**src/rtl/lane_evt_pkg.sv**
```systemverilog
package lane_evt_pkg;

    typedef enum logic {
        ST_OFF = 1'b0,
        ST_ON  = 1'b1
    } run_state_e;

    typedef struct packed {
        logic [3:0] grp;
        logic [7:0] evt;
        logic [3:0] lane;
    } evt_sel_t;

    localparam logic [7:0] CTRL_OFS = 8'h08;
    localparam logic [7:0] DATA_OFS = 8'h0C;

    localparam int GRP_HI  = 27;
    localparam int GRP_LO  = 24;
    localparam int EVT_HI  = 23;
    localparam int EVT_LO  = 16;
    localparam int LANE_HI = 11;
    localparam int LANE_LO = 8;
    localparam int STAT_B  = 7;
    localparam int EN_HI   = 4;
    localparam int EN_LO   = 2;
    localparam int CLR_HI  = 1;
    localparam int CLR_LO  = 0;

    localparam logic [2:0] EN_CMD_ON  = 3'h3;
    localparam logic [2:0] EN_CMD_OFF = 3'h1;
    localparam logic [1:0] CLR_CMD    = 2'h1;

endpackage

```
**src/rtl/lane_evt_regif.sv**
```systemverilog
module lane_evt_regif
    import lane_evt_pkg::*;
#(
    parameter int ADDR_W = 8,
    parameter int CNT_W  = 32
) (
    input  logic              clk,
    input  logic              rst_n,
    input  logic              bus_sel,
    input  logic              bus_wr,
    input  logic [ADDR_W-1:0] bus_addr,
    input  logic [31:0]       bus_wdata,
    input  logic [CNT_W-1:0]  cnt,
    input  logic              running,
    output evt_sel_t          sel_q,
    output logic              cmd_on,
    output logic              cmd_off,
    output logic              cmd_clr,
    output logic [31:0]       bus_rdata
);

    logic     ctrl_wr;
    logic     hit_ctrl;
    logic     hit_data;
    logic [31:0] ctrl_img;

    assign hit_ctrl = (bus_addr == ADDR_W'(CTRL_OFS));
    assign hit_data = (bus_addr == ADDR_W'(DATA_OFS));
    assign ctrl_wr  = bus_sel && bus_wr && hit_ctrl;

    assign cmd_on  = ctrl_wr && (bus_wdata[EN_HI:EN_LO] == EN_CMD_ON);
    assign cmd_off = ctrl_wr && (bus_wdata[EN_HI:EN_LO] == EN_CMD_OFF);
    assign cmd_clr = ctrl_wr && (bus_wdata[CLR_HI:CLR_LO] == CLR_CMD);

    always_ff @(posedge clk or negedge rst_n) begin
        if (!rst_n) begin
            sel_q <= '0;
        end else if (ctrl_wr) begin
            sel_q.grp  <= bus_wdata[GRP_HI:GRP_LO];
            sel_q.evt  <= bus_wdata[EVT_HI:EVT_LO];
            sel_q.lane <= bus_wdata[LANE_HI:LANE_LO];
        end
    end

    always_comb begin
        ctrl_img                  = '0;
        ctrl_img[GRP_HI:GRP_LO]   = sel_q.grp;
        ctrl_img[EVT_HI:EVT_LO]   = sel_q.evt;
        ctrl_img[LANE_HI:LANE_LO] = sel_q.lane;
        ctrl_img[STAT_B]          = running;
    end

    always_comb begin
        bus_rdata = '0;
        if (bus_sel && !bus_wr) begin
            if (hit_ctrl)
                bus_rdata = ctrl_img;
            else if (hit_data)
                bus_rdata = 32'(cnt);
        end
    end

    // selectors change only through a control write
    a_r8_sel_hold: assert property (@(posedge clk) disable iff (!rst_n)
        !ctrl_wr |=> $stable(sel_q));

endmodule

```
**src/rtl/lane_evt_fsm.sv**
```systemverilog
module lane_evt_fsm
    import lane_evt_pkg::*;
(
    input  logic clk,
    input  logic rst_n,
    input  logic cmd_on,
    input  logic cmd_off,
    output logic count_en,
    output logic running
);

    run_state_e state_q;
    run_state_e state_d;

    always_ff @(posedge clk or negedge rst_n) begin
        if (!rst_n)
            state_q <= ST_OFF;
        else
            state_q <= state_d;
    end

    always_comb begin
        state_d = state_q;
        unique case (state_q)
            ST_OFF: if (cmd_on)  state_d = ST_ON;   // GO
            ST_ON:  if (cmd_off) state_d = ST_OFF;  // HALT
            default: state_d = ST_OFF;
        endcase
    end

    always_comb begin
        count_en = 1'b0;
        running  = 1'b0;
        unique case (state_q)
            ST_OFF: begin
                count_en = 1'b0;
                running  = 1'b0;
            end
            ST_ON: begin
                count_en = 1'b1;
                running  = 1'b1;
            end
            default: begin
                count_en = 1'b0;
                running  = 1'b0;
            end
        endcase
    end

    // the on command leads to counting, the off command stops it
    a_r3_go: assert property (@(posedge clk) disable iff (!rst_n)
        cmd_on |=> running);
    a_r3_halt: assert property (@(posedge clk) disable iff (!rst_n)
        cmd_off |=> !running);

endmodule

```
**src/rtl/lane_evt_select.sv**
```systemverilog
module lane_evt_select #(
    parameter int LANES      = 4,
    parameter int GRP_A      = 6,
    parameter int GRP_A_EVTS = 7,
    parameter int GRP_B      = 7,
    parameter int GRP_B_EVTS = 24,
    localparam int NUM_EVT   = GRP_A_EVTS + GRP_B_EVTS,
    localparam int STB_W     = NUM_EVT * LANES
) (
    input  logic [3:0]       sel_grp,
    input  logic [7:0]       sel_evt,
    input  logic [3:0]       sel_lane,
    input  logic [STB_W-1:0] evt_stb,
    output logic             hit
);

    logic [NUM_EVT-1:0] ev_match;
    logic [LANES-1:0]   ln_match;
    logic [STB_W-1:0]   term;

    for (genvar i = 0; i < NUM_EVT; i++) begin : g_evt
        localparam int GC = (i < GRP_A_EVTS) ? GRP_A : GRP_B;
        localparam int NC = (i < GRP_A_EVTS) ? i : i - GRP_A_EVTS;
        assign ev_match[i] = (sel_grp == 4'(GC)) && (sel_evt == 8'(NC));
    end

    for (genvar l = 0; l < LANES; l++) begin : g_lane
        assign ln_match[l] = (sel_lane == 4'(l));
    end

    for (genvar i = 0; i < NUM_EVT; i++) begin : g_row
        for (genvar l = 0; l < LANES; l++) begin : g_col
            assign term[i*LANES+l] = ev_match[i] & ln_match[l];
        end
    end

    assign hit = |(term & evt_stb);

endmodule

```
**src/rtl/lane_evt_count.sv**
```systemverilog
module lane_evt_count #(
    parameter int CNT_W = 32
) (
    input  logic             clk,
    input  logic             rst_n,
    input  logic             clr,
    input  logic             inc,
    output logic [CNT_W-1:0] cnt
);

    always_ff @(posedge clk or negedge rst_n) begin
        if (!rst_n)
            cnt <= '0;
        else if (clr)
            cnt <= '0;
        else if (inc)
            cnt <= cnt + 1'b1;
    end

    // clear wins over any increment
    a_r4_clear: assert property (@(posedge clk) disable iff (!rst_n)
        clr |=> (cnt == '0));
    // one step per counted strobe, wrapping at the width
    a_r2_step: assert property (@(posedge clk) disable iff (!rst_n)
        (!clr && inc) |=> (cnt == CNT_W'($past(cnt) + 1'b1)));
    // no strobe counted means no change
    a_r3_hold: assert property (@(posedge clk) disable iff (!rst_n)
        (!clr && !inc) |=> $stable(cnt));

endmodule

```
**src/rtl/lane_evt_counter.sv**
```systemverilog
module lane_evt_counter
    import lane_evt_pkg::*;
#(
    parameter int LANES      = 4,
    parameter int GRP_A      = 6,
    parameter int GRP_A_EVTS = 7,
    parameter int GRP_B      = 7,
    parameter int GRP_B_EVTS = 24,
    parameter int CNT_W      = 32,
    parameter int ADDR_W     = 8,
    localparam int STB_W     = (GRP_A_EVTS + GRP_B_EVTS) * LANES
) (
    input  logic              clk,
    input  logic              rst_n,
    input  logic              bus_sel,
    input  logic              bus_wr,
    input  logic [ADDR_W-1:0] bus_addr,
    input  logic [31:0]       bus_wdata,
    output logic [31:0]       bus_rdata,
    input  logic [STB_W-1:0]  evt_stb
);

    evt_sel_t         sel_q;
    logic             cmd_on;
    logic             cmd_off;
    logic             cmd_clr;
    logic             count_en;
    logic             running;
    logic             hit;
    logic [CNT_W-1:0] cnt;

    lane_evt_regif #(
        .ADDR_W (ADDR_W),
        .CNT_W  (CNT_W)
    ) u_regif (
        .clk       (clk),
        .rst_n     (rst_n),
        .bus_sel   (bus_sel),
        .bus_wr    (bus_wr),
        .bus_addr  (bus_addr),
        .bus_wdata (bus_wdata),
        .cnt       (cnt),
        .running   (running),
        .sel_q     (sel_q),
        .cmd_on    (cmd_on),
        .cmd_off   (cmd_off),
        .cmd_clr   (cmd_clr),
        .bus_rdata (bus_rdata)
    );

    lane_evt_fsm u_fsm (
        .clk      (clk),
        .rst_n    (rst_n),
        .cmd_on   (cmd_on),
        .cmd_off  (cmd_off),
        .count_en (count_en),
        .running  (running)
    );

    lane_evt_select #(
        .LANES      (LANES),
        .GRP_A      (GRP_A),
        .GRP_A_EVTS (GRP_A_EVTS),
        .GRP_B      (GRP_B),
        .GRP_B_EVTS (GRP_B_EVTS)
    ) u_select (
        .sel_grp  (sel_q.grp),
        .sel_evt  (sel_q.evt),
        .sel_lane (sel_q.lane),
        .evt_stb  (evt_stb),
        .hit      (hit)
    );

    lane_evt_count #(
        .CNT_W (CNT_W)
    ) u_count (
        .clk   (clk),
        .rst_n (rst_n),
        .clr   (cmd_clr),
        .inc   (count_en & hit),
        .cnt   (cnt)
    );

    // an unimplemented lane never advances the count
    a_r7_lane_range: assert property (@(posedge clk) disable iff (!rst_n)
        ((32'(sel_q.lane) >= LANES) && !cmd_clr) |=> $stable(cnt));

endmodule

```
**config.mk**
```make
export PLATFORM = sky130hd
export DESIGN_NAME = lane_evt_counter
export DESIGN_NICKNAME = d
export VERILOG_FILES = /design/src/rtl/lane_evt_pkg.sv /design/src/rtl/lane_evt_regif.sv /design/src/rtl/lane_evt_fsm.sv /design/src/rtl/lane_evt_select.sv /design/src/rtl/lane_evt_count.sv /design/src/rtl/lane_evt_counter.sv
export SDC_FILE = /design/constraint.sdc
export NUM_CORES = 1
export LEC_CHECK = 0
export ABC_AREA = 1
export BUFFER_PORTS_ARGS = -buffer_cell sky130_fd_sc_hd__buf_2
export CAP_MARGIN = 20
export CORE_UTILIZATION = 54
export DETAILED_ROUTE_END_ITERATION = 12
export PLACE_DENSITY_LB_ADDON = 0.25
export SYNTH_ARGS = -nofsm -noshare
export SYNTH_HDL_FRONTEND = slang
export SYNTH_SLANG_ARGS = --single-unit
```
**constraint.sdc**
```tcl
create_clock -name clk -period 3.05 [get_ports clk]
set_input_delay 0.305 -clock clk [delete_from_list [all_inputs] [get_ports clk]]
set_output_delay 0.305 -clock clk [all_outputs]
set_load 0.03 [all_outputs]
```
# ---- Word level (Yosys, flattened, before mapping)
# Cells that the tools add are included.
dict set report word_totals {
  reg_bits 49
  inputBits 168
  elab_cells 217
}
dict set report classes {
  addsub 1
  eq_ne 33
  muxes 9
  bitwise 127
  reduce_logical 42
}
# op count
set op_table {}
lappend op_table {{2-to-1 mux 32 bit} 5}
lappend op_table {{bitwise AND 1 bit} 125}
lappend op_table {{bitwise AND 124 bit} 1}
lappend op_table {{OR reduction 124 bit} 1}
lappend op_table {{equality test 8 x 4 -> 1 bit, second input constant} 10}
lappend op_table {{equality test 8 x 5 -> 1 bit, second input constant} 8}
lappend op_table {{logical AND 1 bit} 37}
lappend op_table {{adder 32 x 1 -> 32 bit, second input constant} 1}
lappend op_table {{equality test 8 x 3 -> 1 bit, second input constant} 4}
lappend op_table {{equality test 8 x 2 -> 1 bit, second input constant} 2}
lappend op_table {{equality test 4 x 2 -> 1 bit, second input constant} 2}
lappend op_table {{equality test 4 x 3 -> 1 bit, second input constant} 2}
lappend op_table {{equality test 8 x 1 -> 1 bit, second input constant} 1}
lappend op_table {{zero test 8 bit} 1}
lappend op_table {{equality test 4 x 1 -> 1 bit, second input constant} 1}
lappend op_table {{zero test 4 bit} 1}
lappend op_table {{case mux 1 bit (2 select lines)} 2}
lappend op_table {{equality test 3 x 1 -> 1 bit, second input constant} 1}
lappend op_table {{equality test 3 x 2 -> 1 bit, second input constant} 1}
lappend op_table {{equality test 2 x 1 -> 1 bit, second input constant} 1}
lappend op_table {{2-to-1 mux 1 bit} 2}
lappend op_table {{nonzero test 2 bit} 1}
lappend op_table {{zero test 1 bit} 1}
lappend op_table {{NOT 1 bit} 1}

# ---- Depth between registers and ports, before layout
dict set report depth {
  ltp_word 8
  depth_mapped 16
  mapped_depth_nobuf 16
}

# ---- Cells and area by module
# Synthesis repeated with hierarchy kept, for this count alone.
dict set report hier_totals {
  cells_unflattened 868
  hier_area_um2 4948.5
}
# mod instances cells_per_inst area_per_inst_um2 seq_area_each_um2
set modules_own_cells {}
lappend modules_own_cells {lane_evt_count 1 273 1889.3 800.8}
lappend modules_own_cells {lane_evt_select 1 360 1636.6 0.0}
lappend modules_own_cells {lane_evt_regif 1 226 1363.8 400.4}
lappend modules_own_cells {lane_evt_fsm 1 7 51.3 25.0}
lappend modules_own_cells {lane_evt_counter 1 2 7.5 0.0}

# ---- Worst setup path before layout
# No wires, ideal clock.
dict set report synth_path {
  path_kind {input to output}
  start {input bus_addr[5]}
  end {output bus_rdata[20]}
  arrival_time_ps 1850
  t_required_ps 2745
  setup_slack_ps 895
  path_stages 6
  path_buffers 1
  cell_sequence {nor4_1 -> nand3_1 -> clkinv_1 -> clkbuf_1 -> nand2_1 -> a21oi_1}
}
dict set report synth_via {
  elab_chain_len 4
  word_cells_on_any_way 5
}
# item line_no
set synth_lines {}
lappend synth_lines {{start, declared} lane_evt_counter.sv:17} ;# input logic [ADDR_W-1:0] bus_addr,
lappend synth_lines {{equality test 8 x 4 -> 1 bit} lane_evt_regif.sv:28} ;# assign hit_data = (bus_addr == ADDR_W'(DATA_OFS));
lappend synth_lines {{2-to-1 mux 32 bit} lane_evt_regif.sv:58} ;# else if (hit_data)
lappend synth_lines {{2-to-1 mux 32 bit *} lane_evt_regif.sv:56} ;# if (hit_ctrl)
lappend synth_lines {{2-to-1 mux 32 bit *} lane_evt_regif.sv:55} ;# if (bus_sel && !bus_wr) begin
lappend synth_lines {{end, declared} lane_evt_counter.sv:19} ;# output logic [31:0] bus_rdata,
# Every way passes the cells marked *; elsewhere a longest branch is shown, timed or not.

# ---- Worst setup path after layout
dict set report layout_path {
  start {register u_regif.sel_q[0] (netlist name)}
  end {register u_count.cnt[7]}
}
dict set report layout_via {
  elab_chain_len 6
  word_cells_on_any_way 132
}
# item line_no
set layout_lines {}
lappend layout_lines {{equality test 4 x 1 -> 1 bit, or another cell as far along} lane_evt_select.sv:28} ;# assign ln_match[l] = (sel_lane == 4'(l));
lappend layout_lines {{bitwise AND 1 bit} lane_evt_select.sv:33} ;# assign term[i*LANES+l] = ev_match[i] & ln_match[l];
lappend layout_lines {{bitwise AND 124 bit *} lane_evt_select.sv:37} ;# assign hit = |(term & evt_stb);
lappend layout_lines {{OR reduction 124 bit *} lane_evt_select.sv:37}
lappend layout_lines {{bitwise AND 1 bit *} lane_evt_counter.sv:80} ;# .inc (count_en & hit),
lappend layout_lines {{nonzero test 2 bit (no source line) *} -}
lappend layout_lines {{end signal, assigned} lane_evt_count.sv:17} ;# cnt <= cnt + 1'b1;
lappend layout_lines {{end, declared} lane_evt_count.sv:8} ;# output logic [CNT_W-1:0] cnt
# Marked as above.
# A chain may end at the register's enable or synchronous reset.

==> summary.md <==
| Metric | Value |
|---|---|
| Syn Inst Count | `923` |
| Final Util | `67.8%` |
| Overall die area | `0.00986 mm^2` |
| Area grow syn2layout | `21.9%` |
| Worst-Margin Slew | `666 ps` |
| Iteration-0 DRC Markers | `462` |
| Synth area leader | `dfrtp_1` |
| DR pass1 iterations | `5` |
| Max_cap viols | `0` |
| #FFs+latches synth | `49` |
| DRC violations left | `0` |
| Post-route insts no fill | `1,201` |
| Placed cell area | `0.00609 mm^2` |
| Post-synth net total | `~1,100` |
| Sink Count | `49` |
| Final ANT Viol Nets | `0` |
| I/O pin cnt | `200` |
| Die H | `99.3 um` |
| Number of global-route vias before repair | `between 5,000 and 6,000` |
| H-Tree Depth | `2` |
| WP data arrival | `3040 ps` |
| Clock Path Buffers | `2` |
| Area fraction of the dominant cell type after synthesis | `about a quarter` |
| Post-synth cell types | `29` |
| Headroom to the max-slew limit | `55.6%` |
| Min-Delay Path Class | `in -> async` |
| Final Wtd Congestion | `1.03` |
| Pwr dens | `239 mW/mm^2` |
| TritonCTS clock tree | `built` |
| Achievable Freq | `about 0.35 GHz` |
| Final hold violation count | `0` |
| Final HPWL DP | `12,900 um` |
| Final setup viols | `0` |
| Hold slack | `~13 ps` |
| Antenna Cells | `0` |
| Tcrit/Tclk final | `~93%` |
| Worst Path Required | `roughly 3300 ps` |
| # hold bufs at CTS | `0` |
| FP Rows | `35` |
| Synth Warn # | `0` |
| RSZ-0062 raised after global routing | `no` |
| Synthesized area per cell | `approximately 5.5 um^2` |
| Vias | `6,629` |
| Setup TNS Final | `0 ps` |
| Crit start category | `flip-flop` |
| Worst Setup End Kind | `flip-flop` |
| Reg clk slew, reported paths | `approximately 100 ps` |
| Overall overflow remaining after global route | `0` |
| Crit path time final | `2850 ps` |
| Clock latency on the worst-skew pair | `between 300 and 400 ps` |
| Mapped Area | `0.00511 mm^2` |
| Max FO, Critical Path | `26` |
| Cts bufs inserted | `5` |
| Via density | `5.52` |
| Synth area leaders | `dfrtp_1 24%, nand2_1 21%, nand3_1 17%` |
| Initial Util | `55.6%` |
| VDD IR max | `about 200 uV` |
| Placed instance count | `1,190` |
| Largest net degree at the start of global routing | `125` |
| # port buffers | `188` |
| Horiz. Die Dim | `slightly below 100 um` |
| First-pass GRT wire length | `26,700 um` |
| Total wire length | `roughly 16,000 um` |
| Lkg Pwr | `approximately 3.6 nW` |
| Share of cells above drive strength 1 | `roughly 21%` |
| Overall Global Routing Usage | `33.5%` |
| Seq/Total Area, Yosys | `24.0%` |
| Clock skew | `about 10 ps` |
| Core Region | `0.00920 mm^2` |
| Slew Limit Fails | `0` |
| Clock root cell | `clkbuf_8` |
| Layout net count | `1,258` |
| Wire per inst | `roughly 14 um` |
| Status | `finished clean` |
| Critical Setup Path Class | `reg -> reg` |
| Finished Cell Area | `between 0.006 and 0.007 mm^2` |
| Antenna violations before repair | `0` |
==> registers in the layout, indices dropped and copies added, names as in the netlist <==
| name | count |
|---|---|
| u_fsm.state_q | 1 |
| u_regif.sel_q | 16 |
| u_count.cnt | 32 |
==> timing repair <==
action                     CTS  global route
setup buffers                0             2
setup endpoints to repair    0             2
gates resized for setup      0             2
==> worst paths after layout <==
kind                                                endpoint  depth (start not counted)                    startpoint  slack, ps
worst max-delay path              u_count.cnt[7]$_DFFE_PN0P_                         15  u_regif.sel_q[0]$_DFFE_PN0P_        200
worst min-delay path             u_count.cnt[30]$_DFFE_PN0P_                          1                         rst_n         10
worst max register to register    u_count.cnt[7]$_DFFE_PN0P_                         15  u_regif.sel_q[0]$_DFFE_PN0P_        200
worst min register to register    u_count.cnt[1]$_DFFE_PN0P_                          2    u_count.cnt[1]$_DFFE_PN0P_        560
max in group asynchronous        u_count.cnt[19]$_DFFE_PN0P_                          2                         rst_n       2290
min in group clk                u_regif.sel_q[3]$_DFFE_PN0P_                          3                 bus_wdata[11]        200
==> kinds of logic after synthesis <==
kind of cell	synth area share, %
buffers and inverters	11.7
and+or+nand+nor	55.9
xor gates and xnor gates	0.343
DFF	24.0
AOI/OAI and AO/OA	7.61
muxes	0.220
adders and majority gates	0.245
==> critical path, cell delays in order, from the launching register on <==
cell and delay, ps:
dfrtp_1 450, nand2_1 250, clkinvlp_4 210, buf_12 180, nand3_1 70, nand2_1 60, o21ai_1 280, nand2_1 90
nor2_1 180, nand2_1 80, nor2_1 180, nand2_2 330, nand3_1 180, nand2_1 70, nand2_1 50, nor2_1 40
==> synthesized netlist by cell type (all sizes together) <==
master	number
nand3	170
a21oi	24
ha	1
nor4	5
mux2	1
nand2	284
inv	88
nand4	27
buf	34
nor2	135
nand3b	5
dfrtp	49
and3	1
clkbuf	10
or2	1
o21ai	51
clkinv	4
o21a	1
nor3	29
xor2	2
a31oi	1
==> per-stage QoR <==
stage	setup WS, ps	power, mW
final	204	1.49
after global routing	32.7	1.55
after CTS	305	1.47
after detailed placement	331	1.00
after global placement	377	1.00
after floorplan	895	0.847
==> where the power goes <==
part	leakage (nW)	switching, mW	total [mW]	internal [mW]
clock network	0.0554	0.235	0.482	0.247
registers	0.496	0.0162	0.679	0.663
logic	3.00	0.191	0.328	0.137
total	3.55	0.442	1.49	1.05
==> per-layer routing <==
| metal | GRT usage [%] | up-vias | share of wire (%) |
|---|---|---|---|
| met4 | 7.92 | 0 | 2.3 |
| met1 | 48.4 | 2941 | 46 |
| li1 | - | 3332 | - |
| met5 | 0 | - | 0 |
| met3 | 5.55 | 36 | 9.2 |
| met2 | 52.3 | 320 | 43 |
==> cells in the final DEF (no fill, tap or decap), types with 4 or more instances in the layout <==
cell type / n
a21oi_1: 24
buf_12: 5
buf_2: 188
buf_4: 9
clkbuf_8: 5
clkinv_1: 4
dfrtp_1: 49
inv_1: 87
nand2_1: 280
nand2_2: 4
nand3_1: 170
nand3b_1: 5
nand4_1: 27
nor2_1: 129
nor2_2: 4
nor3_1: 27
nor4_1: 5
o21ai_0: 26
o21ai_1: 25
==> final cells by class <==
type / instances / area (um^2)
multi-input cells: 738 / 3290
fillers: 940 / 2960
flip-flops and latches: 49 / 1230
repair buffers: 202 / 1110
inverters: 92 / 349
well taps: 111 / 139
clock buffers: 6 / 72.6
clock inverters: 2 / 38.8
repair inverters: 1 / 7.51
(Power assumes the default switching activity.)
